**src/rtl/rail_seq_pkg.sv**
```systemverilog
package rail_seq_pkg;

   // Direction of the sequence currently being timed by the shared counter.
   typedef enum logic {
      SEQ_UP   = 1'b0,
      SEQ_DOWN = 1'b1
   } seq_dir_t;

   // Bundle of qualified conditions handed from the qualifier to the control.
   typedef struct packed {
      logic low_ok;
      logic hv_ok;
      logic ana_ok;
   } seq_cond_t;

endpackage

```
**src/rtl/rail_seq_qualify.sv**
```systemverilog
module rail_seq_qualify
   import rail_seq_pkg::*;
#(
   parameter bit BYPASS_EN = 1'b1
) (
   input  logic      ok_5v,
   input  logic      ok_pos16,
   input  logic      ok_neg16,
   input  logic      ok_ac,
   input  logic      ok_hv,
   input  logic      sw_low,
   input  logic      sw_high,
   input  logic      host_low_en,
   input  logic      host_high_en,
   input  logic      host_ana_req,
   input  logic      ana_bypass,
   output seq_cond_t cond
);

   localparam int N_LOW = 6;
   localparam int N_HV  = 3;

   logic [N_LOW-1:0] low_vec;
   logic [N_HV-1:0]  hv_vec;

   // Switches qualify the host enables; neither alone is enough.
   assign low_vec = {ok_5v, ok_pos16, ok_neg16, ok_ac, sw_low, host_low_en};
   assign hv_vec  = {ok_hv, sw_high, host_high_en};

   assign cond.low_ok = &low_vec;
   assign cond.hv_ok  = &hv_vec;

   generate
      if (BYPASS_EN) begin : g_bypass
         assign cond.ana_ok = host_ana_req | ana_bypass;
      end else begin : g_nobypass
         logic unused_bypass;
         assign unused_bypass = ana_bypass;
         assign cond.ana_ok   = host_ana_req;
      end
   endgenerate

endmodule

```
**src/rtl/rail_seq_timer.sv**
```systemverilog
module rail_seq_timer #(
   parameter int CNT_W = 6,
   parameter int PRE_W = 7
) (
   input  logic clk,
   input  logic rst,
   input  logic clr,
   input  logic run,
   output logic term
);

   logic             pre_wrap;
   logic [CNT_W-1:0] cnt_q;

   generate
      if (PRE_W > 0) begin : g_pre
         logic [PRE_W-1:0] pre_q;
         always_ff @(posedge clk) begin
            if (rst || clr) begin
               pre_q <= '0;
            end else if (run) begin
               pre_q <= pre_q + 1'b1;
            end
         end
         assign pre_wrap = &pre_q;
      end else begin : g_nopre
         assign pre_wrap = 1'b1;
      end
   endgenerate

   always_ff @(posedge clk) begin
      if (rst || clr) begin
         cnt_q <= '0;
      end else if (run && pre_wrap) begin
         cnt_q <= cnt_q + 1'b1;
      end
   end

   // Terminal count: last cycle of a 2^(CNT_W+PRE_W) cycle run.
   assign term = run & pre_wrap & (&cnt_q);

endmodule

```
**src/rtl/rail_seq_ctrl.sv**
```systemverilog
module rail_seq_ctrl
   import rail_seq_pkg::*;
(
   input  logic      clk,
   input  logic      rst,
   input  seq_cond_t cond,
   input  logic      term,
   output logic      tmr_clr,
   output logic      tmr_run,
   output logic      lo_on,
   output logic      hi_on
);

   logic     lo_q, hi_q, run_q, done_q;
   seq_dir_t dir_q;

   logic high_ok, down_busy, start_dn, start_up;

   assign high_ok   = cond.low_ok & cond.hv_ok;
   assign down_busy = (run_q | done_q) & (dir_q == SEQ_DOWN);
   // Fault in any low-rail condition: begin reverse-order teardown.
   assign start_dn  = ~cond.low_ok & lo_q & ~down_busy;
   // Low rails settled and high conditions present: arm the up delay.
   assign start_up  = lo_q & ~hi_q & high_ok & ~run_q & ~done_q;

   always_ff @(posedge clk) begin
      if (rst) begin
         lo_q   <= 1'b0;
         hi_q   <= 1'b0;
         run_q  <= 1'b0;
         done_q <= 1'b0;
         dir_q  <= SEQ_UP;
      end else if (start_dn) begin
         hi_q   <= 1'b0;
         run_q  <= 1'b1;
         done_q <= 1'b0;
         dir_q  <= SEQ_DOWN;
      end else begin
         if (~high_ok && hi_q) begin
            hi_q <= 1'b0;
         end
         if (run_q) begin
            if ((dir_q == SEQ_UP) && ~high_ok) begin
               run_q <= 1'b0;
            end else if (term) begin
               run_q  <= 1'b0;
               done_q <= 1'b1;
            end
         end else if (done_q) begin
            if (lo_q == hi_q) begin
               done_q <= 1'b0;
            end else if (dir_q == SEQ_DOWN) begin
               lo_q <= 1'b0;
            end else if (~high_ok) begin
               done_q <= 1'b0;
            end else begin
               hi_q <= 1'b1;
            end
         end else if (start_up) begin
            run_q <= 1'b1;
            dir_q <= SEQ_UP;
         end
         if (~lo_q && cond.low_ok && ~run_q && ~done_q) begin
            lo_q <= 1'b1;
         end
      end
   end

   assign tmr_clr = start_dn | start_up;
   assign tmr_run = run_q;
   assign lo_on   = lo_q;
   assign hi_on   = hi_q;

endmodule

```
**src/rtl/rail_sequencer.sv**
```systemverilog
module rail_sequencer
   import rail_seq_pkg::*;
#(
   parameter int CNT_W     = 6,
   parameter int PRE_W     = 7,
   parameter bit BYPASS_EN = 1'b1
) (
   input  logic clk,
   input  logic rst,
   input  logic ok_5v,
   input  logic ok_pos16,
   input  logic ok_neg16,
   input  logic ok_ac,
   input  logic ok_hv,
   input  logic sw_low,
   input  logic sw_high,
   input  logic host_low_en,
   input  logic host_high_en,
   input  logic host_ana_req,
   input  logic ana_bypass,
   output logic rail_lo_on,
   output logic rail_hi_on,
   output logic ana_sw_on
);

   localparam int TOT_W = CNT_W + PRE_W;

   generate
      if (CNT_W < 1) begin : g_bad_cnt
         $error("rail_sequencer: CNT_W must be at least 1");
      end
      if (PRE_W < 0) begin : g_bad_pre
         $error("rail_sequencer: PRE_W must not be negative");
      end
      if (TOT_W > 30) begin : g_bad_tot
         $error("rail_sequencer: CNT_W+PRE_W too large");
      end
   endgenerate

   seq_cond_t cond;
   logic      tmr_clr, tmr_run, term;

   rail_seq_qualify #(.BYPASS_EN(BYPASS_EN)) u_qual (
      .ok_5v        (ok_5v),
      .ok_pos16     (ok_pos16),
      .ok_neg16     (ok_neg16),
      .ok_ac        (ok_ac),
      .ok_hv        (ok_hv),
      .sw_low       (sw_low),
      .sw_high      (sw_high),
      .host_low_en  (host_low_en),
      .host_high_en (host_high_en),
      .host_ana_req (host_ana_req),
      .ana_bypass   (ana_bypass),
      .cond         (cond)
   );

   rail_seq_timer #(.CNT_W(CNT_W), .PRE_W(PRE_W)) u_tmr (
      .clk  (clk),
      .rst  (rst),
      .clr  (tmr_clr),
      .run  (tmr_run),
      .term (term)
   );

   rail_seq_ctrl u_ctrl (
      .clk     (clk),
      .rst     (rst),
      .cond    (cond),
      .term    (term),
      .tmr_clr (tmr_clr),
      .tmr_run (tmr_run),
      .lo_on   (rail_lo_on),
      .hi_on   (rail_hi_on)
   );

   assign ana_sw_on = rail_lo_on & rail_hi_on & cond.ana_ok;

endmodule

```
**config.mk**
```make
export PLATFORM = sky130hd
export DESIGN_NAME = rail_sequencer
export DESIGN_NICKNAME = d
export VERILOG_FILES = /design/src/rtl/rail_seq_pkg.sv /design/src/rtl/rail_seq_qualify.sv /design/src/rtl/rail_seq_timer.sv /design/src/rtl/rail_seq_ctrl.sv /design/src/rtl/rail_sequencer.sv
export SDC_FILE = /design/constraint.sdc
export NUM_CORES = 1
export LEC_CHECK = 0
export CORE_ASPECT_RATIO = 0.75
export CORE_MARGIN = 2
export CORE_UTILIZATION = 50
export CTS_CLUSTER_SIZE = 40
export DETAILED_ROUTE_END_ITERATION = 10
export GPL_ROUTABILITY_DRIVEN = 0
export GPL_TIMING_DRIVEN = 0
export HOLD_SLACK_MARGIN = 0.03
export PLACE_DENSITY_LB_ADDON = 0.08
export SETUP_SLACK_MARGIN = 0.02
export SYNTH_ARGS = -nofsm -noshare
export SYNTH_HDL_FRONTEND = slang
export SYNTH_HIERARCHICAL = 1
export SYNTH_SLANG_ARGS = --single-unit
```
**constraint.sdc**
```tcl
create_clock -name clk -period 2.03 [get_ports clk]
set_input_delay 0.3045 -clock clk [delete_from_list [all_inputs] [get_ports clk]]
set_output_delay 0.3045 -clock clk [all_outputs]
set_load 0.01 [all_outputs]
```
==> flow_metrics.py <==
metrics = {
    "run_status": {
        "status": "completed",
    },
    "worst_setup_path": {
        "worstPathRequired_ns": 1.73,
        "cp.arrival_ns": 1.56,
        "criticalPathCategory": "in2out",
        "path_buf_inv": 2,
        "crit_chain": "clkdlybuf4s50_1, or2_1, and3_1, clkdlybuf4s50_1",
        "crit_path_end_kind": "output port",
        "crit_path_max_fanout": 1,
        "cpPeakStageDelay_ns": 0.47,
        "start_kind": "primary input",
        "crit_family": "buffers and inverters",
        "worst_path_max_delay_cell": "clkdlybuf4s50_1",
        "crit_top_cell": "clkdlybuf4s50_1",
    },
    "detailed_routing": {
        "vias_per_cell": 5.75,
        "wl_per_cell_um": 12.5,
        "wirelength_mm": 1.80,
        "vias": 828,
        "firstDrtPassIters": 4,
        "drtIter0Drc": 25,
        "ant_nets": 0,
        "route.detailed.drc": 0,
    },
    "grt": {
        "grt_start_max_net_pins": 11,
        "grt_pass1_vias": 724,
        "antenna_found_initial": 0,
        "grt.total_usage": 0.200,
        "grt_pass1_wl_mm": 3.03,
        "gr-total-overflow": 0,
    },
    "power": {
        "p_int_mw": 0.489,
        "combPwrFrac": 0.064,
        "ir_worst_vdd_v": 0.000535,
        "leakagePower_nw": 0.368,
        "swShare": 0.201,
        "power_mw": 0.611,
        "seq_power_share": 0.581,
        "powerDensity_nw_per_um2": 549,
        "switching_power_mw": 0.123,
        "clock_power_share": 0.355,
    },
    "die": {
        "initial_utilization": 0.524,
        "die_x_um": 52.8,
        "row_count": 13,
        "num_io_pins": 16,
        "die-area_sq_um": 2150,
        "die_y_um": 40.6,
        "coreArea_sq_um": 1710,
    },
    "sta": {
        "fin_crit_ns": 1.86,
        "slew_violations": 0,
        "fin_skew_ns": 0.000815,
        "hold_viol_final": 0,
        "rsz0062_at_grt": "no",
        "tightest_slew_ns": 0.305,
        "period_share": 0.919,
        "hold-worst-slack_ns": 0.497,
        "finalSetupViolCount": 0,
        "relSlewSlack": 0.795,
        "fmaxAchievable_mhz": 536,
    },
    "placed_design": {
        "port_buffers": 15,
        "hpwl_mm": 1.43,
    },
    "cts": {
        "max-clock-path-buffers": 2,
        "clock_latency_ns": 0.29,
        "cts_tree": "done",
        "postCtsHoldBufs": 0,
        "numCtsBuffers": 3,
        "htree_levels": 1,
        "cts.clk_slew.worst_paths_ns": 0.10,
        "cts.root.buffer_cell": "clkbuf_4",
        "cts.sinks": 18,
    },
    "layout": {
        "layout_common_cells": "dfxtp_1 (18), clkdlybuf4s50_1 (15), nand2_1 (9), nor2_1 (9), nand4_1 (9)",
        "drive_above_1_share": 0.0902,
        "antenna_cells": 0,
        "synthToLayoutAreaGrowth_pct": 24.3,
        "final_common_cell": "dfxtp_1",
        "fillers": 150,
        "layout.nets": 139,
    },
    "synthesis": {
        "synth_seq_cells": 18,
        "seq_area_frac_synth": 0.403,
        "synth_mux_area_frac": 0.0112,
        "syn_area_sq_um": 895,
        "synth_compound_area_frac": 0.190,
        "synth_top_family_by_area": "simple AND/OR/NAND/NOR gates",
        "syn_nets": 119,
        "synthXorXnorAreaFrac": 0.0392,
        "avgSynthCellArea_sq_um": 8.69,
        "yosys_warnings": 6,
        "yosys.cell_types.count": 34,
        "synthCells": 103,
        "synth_fa_ha_area_frac": 0.0420,
        "synthSimpleGateAreaFrac": 0.297,
    },
    "hold_path": {
        "hp-class": "reg2reg",
    },
    "run": {
        "maxCapViolCount": 0,
    },
}
[power by group through the flow]
stage / logic [mW] / clock network [mW] / registers (mW)
after global placement: 0.0378 / 0 / 0.363
final: 0.0392 / 0.217 / 0.355
after detailed placement: 0.0390 / 0 / 0.363
after global routing: 0.0437 / 0.243 / 0.355
after CTS: 0.0390 / 0.226 / 0.355
after floorplan: 0.0112 / 0 / 0.363
[cell families (layout without fill, tap and decap cells)]
group | after synthesis | in the layout
AOI/OAI and AO/OA | 25 | 25
xor gates and xnor gates | 4 | 4
adders and majority gates | 3 | 3
buffers and inverters | 4 | 23
DFF | 18 | 18
muxes | 1 | 1
and+or+nand+nor | 48 | 48
[flip-flops by register name, summed over array words and instances (netlist names)]
| register | count |
|---|---|
| u_ctrl/dir_q | 1 |
| u_ctrl/done_q | 1 |
| u_ctrl/lo_on | 1 |
| u_ctrl/hi_on | 1 |
| u_tmr/g_pre.pre_q | 7 |
| u_ctrl/tmr_run | 1 |
| u_tmr/cnt_q | 6 |
[per-stage QoR]
step	utilization	cells	TNS (ns)	setup WS, ns	cell area [sq um]
final	0.651	144	0	0.165	1110
after global routing	0.651	144	0	0.0471	1110
after CTS	0.649	144	0	0.0360	1110
after detailed placement	0.628	140	-2.66	-0.285	1070
after global placement	0.628	140	-2.27	-0.241	1070
after floorplan	-	103	0	0.442	895
[area by class of cell]
cell class | count | area (sq um) | area share
Multi-Input combinational cell | 81 | 520 | 0.468
Sequential cell | 18 | 360 | 0.324
Timing Repair Buffer | 15 | 150 | 0.135
Clock buffer | 4 | 36.3 | 0.0326
Tap cell | 22 | 27.5 | 0.0247
Buffer | 2 | 10.0 | 0.00900
Inverter | 2 | 7.51 | 0.00675
[timing repair]
item,in CTS,in global routing
gates resized for setup,0,3
setup buffers,0,0
setup endpoints to repair,0,10
[Yosys cell counts]
cell type	instances	area, sq um
ha_1	3	37.5
o211ai_1	1	7.51
or3_1	3	18.8
nand4bb_1	1	11.3
a31oi_1	2	12.5
or4_1	4	30.0
a21o_2	1	8.76
o21ai_0	3	15.0
xor2_1	3	26.3
a22oi_1	2	15.0
nor2_1	10	37.5
inv_1	2	7.51
dfxtp_1	18	360
nor3_1	1	5.00
a221oi_2	1	15.0
mux2i_1	1	10.0
nor2b_1	1	6.26
nand3b_1	1	7.51
a21oi_1	7	35.0
clkbuf_1	1	3.75
or2_1	2	12.5
o21ai_1	1	5.00
o21ba_2	1	10.0
nand3_1	2	10.0
nand4_1	9	56.3
nor4_1	1	6.26
o31ai_1	5	37.5
nand3_2	1	10.0
nand2_1	9	33.8
a41oi_1	1	8.76
and2b_1	1	7.51
buf_2	1	5.00
xnor2_1	1	8.76
and3_1	2	12.5
[worst register-to-register path, stage by stage (launching register included)]
cell and delay [ns]:
dfxtp_1 0.47, buf_2 0.24, nand4_1 0.22, nor4_1 0.39
nand3_1 0.14, a221oi_2 0.22
[final timing paths]
kind         cells past startpoint  slack, ns           start              to
min                              2       0.50  u_tmr/cnt_q[3]  u_tmr/cnt_q[3]
max                              4       0.17      ana_bypass       ana_sw_on
min reg2reg                      2       0.50  u_tmr/cnt_q[3]  u_tmr/cnt_q[3]
max reg2reg                      5       0.28  u_ctrl/tmr_run   u_ctrl/done_q
[per-layer routing]
layer  vias up  GRT usage  share of wire
met5         -          0              0
met4         0     0.0513         0.0055
met3         2     0.0657          0.057
met2        21      0.341           0.44
met1       373      0.248           0.50
li1        432          -              -
Power figures use the tool's default switching activity.
